===== src/rtl/rtc_irq_pkg.sv =====
package rtc_irq_pkg;

  // Decoded host operation for one access cycle
  typedef struct packed {
    logic wr_mask;   // write of the status/mask address
    logic wr_cmd;    // write of the command address
    logic rd_stat;   // clearing read of the status address
    logic rd_other;  // read of any other address
  } host_op_t;

endpackage


===== src/rtl/rtc_irq_decode.sv =====
module rtc_irq_decode
  import rtc_irq_pkg::*;
#(
  parameter int unsigned ADDR_W   = 5,
  parameter int unsigned STAT_OFS = 16,
  parameter int unsigned CMD_OFS  = 17
) (
  input  logic              host_sel,
  input  logic              host_wr,
  input  logic [ADDR_W-1:0] host_addr,
  output host_op_t          op
);

  localparam logic [ADDR_W-1:0] STAT_A = ADDR_W'(STAT_OFS);
  localparam logic [ADDR_W-1:0] CMD_A  = ADDR_W'(CMD_OFS);

  logic hit_stat;
  logic hit_cmd;

  always_comb begin
    hit_stat    = (host_addr == STAT_A);
    hit_cmd     = (host_addr == CMD_A);
    op.wr_mask  = host_sel &  host_wr & hit_stat;
    op.wr_cmd   = host_sel &  host_wr & hit_cmd;
    op.rd_stat  = host_sel & ~host_wr & hit_stat;
    op.rd_other = host_sel & ~host_wr & ~hit_stat;
  end

endmodule


===== src/rtl/rtc_irq_regs.sv =====
module rtc_irq_regs
  import rtc_irq_pkg::*;
#(
  parameter int unsigned DATA_W  = 8,
  parameter int unsigned SRC_N   = 7,
  parameter int unsigned GIE_BIT = 4
) (
  input  logic              clk,
  input  logic              rst_n,
  input  host_op_t          op,
  input  logic [DATA_W-1:0] wdata,
  output logic [SRC_N-1:0]  mask_q,
  output logic [SRC_N-1:0]  mask_d,
  output logic              gie_q,
  output logic              gie_d
);

  logic mask_en;
  logic gie_en;

  // Next state: load only on a decoded write
  always_comb begin
    mask_en = op.wr_mask;
    gie_en  = op.wr_cmd;
    mask_d  = mask_en ? wdata[SRC_N-1:0] : mask_q;
    gie_d   = gie_en  ? wdata[GIE_BIT]   : gie_q;
  end

  always_ff @(posedge clk or negedge rst_n) begin
    if (!rst_n) begin
      mask_q <= '0;
      gie_q  <= 1'b0;
    end else begin
      if (mask_en) mask_q <= mask_d;
      if (gie_en)  gie_q  <= gie_d;
    end
  end

endmodule


===== src/rtl/rtc_irq_flags.sv =====
module rtc_irq_flags #(
  parameter int unsigned SRC_N = 7
) (
  input  logic             clk,
  input  logic             rst_n,
  input  logic             clr,
  input  logic [SRC_N-1:0] evt,
  input  logic [SRC_N-1:0] mask_q,
  output logic [SRC_N-1:0] flag_q,
  output logic [SRC_N-1:0] flag_d
);

  // One sticky cell per source; a strobe on the clearing cycle wins
  for (genvar k = 0; k < SRC_N; k++) begin : g_cell
    logic set_k;
    logic en_k;

    always_comb begin
      set_k     = evt[k] & mask_q[k];
      en_k      = clr | set_k;
      flag_d[k] = set_k | (flag_q[k] & ~clr);
    end

    always_ff @(posedge clk or negedge rst_n) begin
      if (!rst_n)    flag_q[k] <= 1'b0;
      else if (en_k) flag_q[k] <= flag_d[k];
    end
  end

endmodule


===== src/rtl/rtc_irq_out.sv =====
module rtc_irq_out
  import rtc_irq_pkg::*;
#(
  parameter int unsigned DATA_W = 8,
  parameter int unsigned SRC_N  = 7
) (
  input  logic              clk,
  input  logic              rst_n,
  input  host_op_t          op,
  input  logic [SRC_N-1:0]  flag_q,
  input  logic [SRC_N-1:0]  flag_d,
  input  logic [SRC_N-1:0]  mask_d,
  input  logic              gie_d,
  output logic [DATA_W-1:0] rdata_q,
  output logic              irq_q
);

  localparam int unsigned ANY_BIT = DATA_W - 1;
  localparam int unsigned PAD_W   = DATA_W - 1 - SRC_N;

  logic              rd_en;
  logic [DATA_W-1:0] rdata_d;
  logic              irq_d;

  always_comb begin
    rd_en   = op.rd_stat | op.rd_other;
    rdata_d = '0;
    if (op.rd_stat) begin
      rdata_d[SRC_N-1:0] = flag_q;
      rdata_d[ANY_BIT]   = |flag_q;
    end
    irq_d = gie_d & |(flag_d & mask_d);
  end

  always_ff @(posedge clk or negedge rst_n) begin
    if (!rst_n) begin
      rdata_q <= '0;
      irq_q   <= 1'b0;
    end else begin
      if (rd_en) rdata_q <= rdata_d;
      irq_q <= irq_d;
    end
  end

  if (PAD_W > DATA_W) begin : g_bad_width
    initial $error("SRC_N must be below DATA_W");
  end

endmodule


===== src/rtl/rtc_irq_ctrl.sv =====
module rtc_irq_ctrl
  import rtc_irq_pkg::*;
#(
  parameter int unsigned ADDR_W   = 5,
  parameter int unsigned DATA_W   = 8,
  parameter int unsigned SRC_N    = 7,
  parameter int unsigned STAT_OFS = 16,
  parameter int unsigned CMD_OFS  = 17,
  parameter int unsigned GIE_BIT  = 4
) (
  input  logic              clk,
  input  logic              rst_n,
  input  logic              host_sel,
  input  logic              host_wr,
  input  logic [ADDR_W-1:0] host_addr,
  input  logic [DATA_W-1:0] host_wdata,
  output logic [DATA_W-1:0] host_rdata,
  input  logic [SRC_N-1:0]  evt_i,
  output logic              irq_o
);

  // Reset: asserted asynchronously, released on a clock edge
  logic [1:0] rst_sync_q;
  logic       rst_core_n;

  always_ff @(posedge clk or negedge rst_n) begin
    if (!rst_n) rst_sync_q <= 2'b00;
    else        rst_sync_q <= {rst_sync_q[0], 1'b1};
  end
  assign rst_core_n = rst_sync_q[1];

  host_op_t         op;
  logic [SRC_N-1:0] mask_q, mask_d;
  logic             gie_q, gie_d;
  logic [SRC_N-1:0] flag_q, flag_d;

  rtc_irq_decode #(
    .ADDR_W(ADDR_W), .STAT_OFS(STAT_OFS), .CMD_OFS(CMD_OFS)
  ) u_decode (
    .host_sel (host_sel),
    .host_wr  (host_wr),
    .host_addr(host_addr),
    .op       (op)
  );

  rtc_irq_regs #(
    .DATA_W(DATA_W), .SRC_N(SRC_N), .GIE_BIT(GIE_BIT)
  ) u_regs (
    .clk   (clk),
    .rst_n (rst_core_n),
    .op    (op),
    .wdata (host_wdata),
    .mask_q(mask_q),
    .mask_d(mask_d),
    .gie_q (gie_q),
    .gie_d (gie_d)
  );

  rtc_irq_flags #(.SRC_N(SRC_N)) u_flags (
    .clk   (clk),
    .rst_n (rst_core_n),
    .clr   (op.rd_stat),
    .evt   (evt_i),
    .mask_q(mask_q),
    .flag_q(flag_q),
    .flag_d(flag_d)
  );

  rtc_irq_out #(.DATA_W(DATA_W), .SRC_N(SRC_N)) u_out (
    .clk    (clk),
    .rst_n  (rst_core_n),
    .op     (op),
    .flag_q (flag_q),
    .flag_d (flag_d),
    .mask_d (mask_d),
    .gie_d  (gie_d),
    .rdata_q(host_rdata),
    .irq_q  (irq_o)
  );

endmodule


===== config.mk =====
export PLATFORM = sky130hd
export DESIGN_NAME = rtc_irq_ctrl
export DESIGN_NICKNAME = d
export VERILOG_FILES = /design/src/rtl/rtc_irq_pkg.sv /design/src/rtl/rtc_irq_decode.sv /design/src/rtl/rtc_irq_regs.sv /design/src/rtl/rtc_irq_flags.sv /design/src/rtl/rtc_irq_out.sv /design/src/rtl/rtc_irq_ctrl.sv
export SDC_FILE = /design/constraint.sdc
export NUM_CORES = 1
export LEC_CHECK = 0
export ABC_AREA = 1
export CORE_MARGIN = 2
export CORE_UTILIZATION = 44
export CTS_CLUSTER_DIAMETER = 200
export DETAILED_ROUTE_END_ITERATION = 7
export PLACE_DENSITY = 0.77
export SYNTH_ARGS = -nofsm -noshare
export SYNTH_HDL_FRONTEND = slang
export SYNTH_HIERARCHICAL = 1
export SYNTH_SLANG_ARGS = --single-unit
export TNS_END_PERCENT = 30

===== constraint.sdc =====
create_clock -name clk -period 0.9 [get_ports clk]
set_input_delay 0.18 -clock clk [delete_from_list [all_inputs] [get_ports clk]]
set_output_delay 0.18 -clock clk [all_outputs]
set_load 0.005 [all_outputs]

After elaboration in Yosys (flattened, before gate mapping)
Index checks and enable logic that the tools add are counted.

word-level totals
  bits in registers = 26
  bits in latches = 0
  memory bits (writable) = 0
  memory bits (read-only) = 0
  input port bits = 24
  memories = 0

operators by class
  $add $sub $neg = 0
  $mul = 0
  div/mod/pow operators = 0
  order comparisons = 0
  equal/unequal tests = 2
  shifts and indexed selects = 0
  mux-type cells = 3
  bitwise logic cells = 40
  reduce and logical (&&, ||, !) cells = 2

operators by type and width
  cell                  number
  $and A1 B1 Y1         21
  $or A1 B1 Y1          15
  $reduce_or A7 Y1      2
  $eq A5 B5 Y1 const B  2
  $mux W8               1
  $and A7 B7 Y7         1
  $mux W7               1
  $not A1 Y1            3
  $mux W1               1

Longest topological paths before layout
  depth after elaboration = 9
  mapped depth = 11
  mapped depth without buffers = 11

Cells and area by module
Netlist, hierarchy kept.

by module, submodules not included
  module          times used  cells an instance  area each (µm²)  seq. area each (µm²)
  rtc_irq_out     1           44                 412.9            225.2
  rtc_irq_regs    1           43                 364.1            200.2
  rtc_irq_flags   1           36                 284.0            175.2
  rtc_irq_decode  1           15                 66.3             0.0
  rtc_irq_ctrl    1           3                  53.8             50.0

Least setup slack after synthesis
Ideal clock, no wire load.

  path kind = input to register
  start point = input host_addr[3]
  end point = register u_out.irq_q
  setup time = 122 ps
  data arrival time = 1008 ps
  slack = -230 ps
  stages on the path = 11
  path buffers = 1
  cells stage by stage = nor2_2 -> nand3_1 -> nor2_1 -> buf_6 -> inv_8 -> nand2_2 -> nand2_1 -> nand2_1 -> nand2_1 -> nor2_1 -> a21oi_1

RTL lines
  item                  line                text
  start, declared       rtc_irq_ctrl.sv:15  input logic [ADDR_W-1:0] host_addr,
  end signal, assigned  rtc_irq_out.sv:41   irq_q <= irq_d;
  end, declared         rtc_irq_out.sv:15   output logic irq_q

Final worst setup path
  start point = register u_out.rdata_q[1]
  end point = output host_rdata[1]

RTL lines
  item                    line                text
  start, declared         rtc_irq_out.sv:14   output logic [DATA_W-1:0] rdata_q,
  start signal, assigned  rtc_irq_out.sv:40   if (rd_en) rdata_q <= rdata_d;
  end, declared           rtc_irq_ctrl.sv:17  output logic [DATA_W-1:0] host_rdata,

No word-level cell between the ends.

==> reports/results.txt <==
Synth top area share: 55.1%
Layout Cells excl Fill: 244
Yosys warning count: 6
Setup Viol. Count Final: 13
critical path launch point type: flip-flop
vias in the first global route: 1171
IO buf count: 31
worst setup margin: -149 ps
chip height: 55.8 µm
placed cell count: 228
Clock Skews: 15.8 ps
Worst Hold Class: flip-flop to async pin
row cnt: 18
Layout area overhead: 63.5%
1st-pass router iterations: 4
n_diodes: 0
clock sink count: 26
Seq cells post-synth: 26
Fin. Hold Viols: 0
CTS H-tree depth: 1
WL final: 2840 µm
clk buf depth: 2
Synth Area per Inst: 8.38 µm²
Die ar.: 3110 µm²
cell area after layout: 1930 µm²
placed cell area: 1750 µm²
total power: 3.04 mW
layout cell share with drive strength beyond 1: 40.7%
status: complete, but fails checks
power per cell area: 1570 nW/µm²
fin nets: 239
initial DRC count: 28
failing checks: setup timing
Worst EP arrival: 870 ps
GP Congestion: 0.853
WL per Instance: 11.6 µm
Post-Syn Area: 1180 µm²
total gr overflow: 0
Routed Antenna Nets: 0
Die X: 55.8 µm
drt drc: 0
CTS tree: done
Synth area leaders: dfrtp_1 55%, nand2_1 24%, a22o_1 4.4%, nand2_2 3.7%, nor2_1 2.9%
Post-Syn Instances: 141
CP delay by family, top: flip-flops
Required @ worst endpoint: 720 ps
Max-cap violations: 0
CP max-delay cell: dfrtp_1
highest clock rate: 953 MHz
core area: 2500 µm²
clock latency on the worst-skew pair: 330 ps
Leak: 1.05 nW
Inserted Clock Buffers: 3
initial antenna violation count: 0
GRT Total Usage: 20.0%
WS Path Type: flip-flop to primary output
worst path cell trace: buf_2
Final Critical Period: 1050 ps
DR vias: 1096
dpl hpwl: 1970 µm
DR vias/cell: 4.49
sequential fraction of the synthesis area: 55.1%
number of distinct library cells after synthesis: 16
unrepaired setup endpoints after global routing: true
max-slew violation count: 0
# IOs: 33
leading area contributor after synthesis: dfrtp_1
Critical Path End Type: primary output
CP peak stage delay: 410 ps
syn_nets: 165
Final Cycle Share: 117%
Reg clk slew, reported paths: 150 ps
global-route wire length before repair: 5060 µm
Crit Path Max Fanout: 2
Root Buffer: clkbuf_4
IR drop worst, VDD: 1.19 mV
Crit path buffers/inverters: 1
Initial Util: 47.2%
maximum number of pins on one net before global-route repair: 25
[worst register-to-register path, delay by kind of cell, from the launching register on]
family	cells	cell delay [ps]
DFF	1	410
AOI/OAI and AO/OA	1	160
buffers and inverters	3	350
[power by group]
group	internal, mW	switching, mW	leakage, nW
combinational	0.405	0.355	0.695
clock	0.451	0.355	0.0279
sequential	1.33	0.140	0.324
total	2.19	0.849	1.05
[logic make-up (layout without fill, tap and decap cells)]
kind of cell	Yosys count	after routing	synth area share, %
simple gates	94	94	33.6
buf+inv	12	85	5.72
flops	26	26	55.1
other cells	1	1	0.317
compound gates	8	8	5.30
[stage by stage]
stage               hold WS [ps]  setup TNS, ps  util [%]  setup slack (ps)
floorplan                   -116          -1110         -              -197
detailed placement           234         -16240      70.0              -808
global route                 259          -2350      77.2              -206
CTS                         2.41          -1320      76.0              -141
global placement             220         -15250      70.0              -799
finish                       231          -1520      77.2              -149
[final timing paths]
kind                                   from          endpoint  slack, ps  depth (start not counted)
max in group asynchronous             rst_n     rst_sync_q[0]        240                          2
hold / removal                rst_sync_q[1]  u_out/rdata_q[0]        230                          1
setup / recovery           u_out/rdata_q[1]     host_rdata[1]       -150                          1
setup reg to reg           u_out/rdata_q[2]  u_out/rdata_q[2]       -110                          4
min in group clk               host_addr[0]      u_regs/gie_q        240                          6
hold reg to reg               rst_sync_q[1]  u_out/rdata_q[0]        230                          1
[cell usage after synthesis]
library cell and n:
a21oi_1 1, a22o_1 6, buf_6 2, conb_1 1, dfrtp_1 26, inv_1 8
inv_2 1, inv_8 1, nand2_1 74, nand2_2 7, nand3_1 1, nor2_1 9
nor2_2 1, nor2_8 1, nor3_2 1, o21ai_0 1
[layer usage]
metal	track usage, %	share of wire [%]	vias up
met5	0	0	-
met4	5.10	0	0
met3	3.49	3.2	0
met2	36.7	52	22
li1	-	-	577
met1	24.2	44	497
[sequential cells by signal (all words and copies together) (netlist names)]
signal / cells
rst_sync_q: 2
u_out/irq_q: 1
u_regs/gie_q: 1
u_flags/flag_q: 7
u_regs/mask_q: 7
u_out/rdata_q: 8
[cell type report]
cell class / instances / area [µm²]
Sequential cell: 26 / 651
Timing Repair Buffer: 71 / 594
Fill cell: 166 / 569
Multi-Input combinational cell: 103 / 543
Inverter: 10 / 52.6
Tap cell: 30 / 37.5
Clock inverter: 1 / 30.0
Clock buffer: 3 / 22.5
[repair_timing]
action / CTS / global route
endpoints found under the hold margin: 0 / 2
hold buffers: 0 / 1
setup endpoints to repair: 33 / 19
pin swaps: 18 / 2
gates resized for setup: 87 / 7
setup buffers: 9 / 2
[placed cells by master (no fill, tap or decap), types with 2 or more instances in the layout]
master	count
a22o_1	6
buf_2	11
buf_4	30
buf_6	10
clkbuf_2	2
clkbuf_4	3
clkdlybuf4s50_1	15
dfrtp_1	26
inv_1	6
inv_2	2
nand2_1	67
nand2_2	12
nand2_4	2
nor2_1	3
nor2_2	2
nor2_4	5
Note: power is estimated with default switching activity, not from simulation.
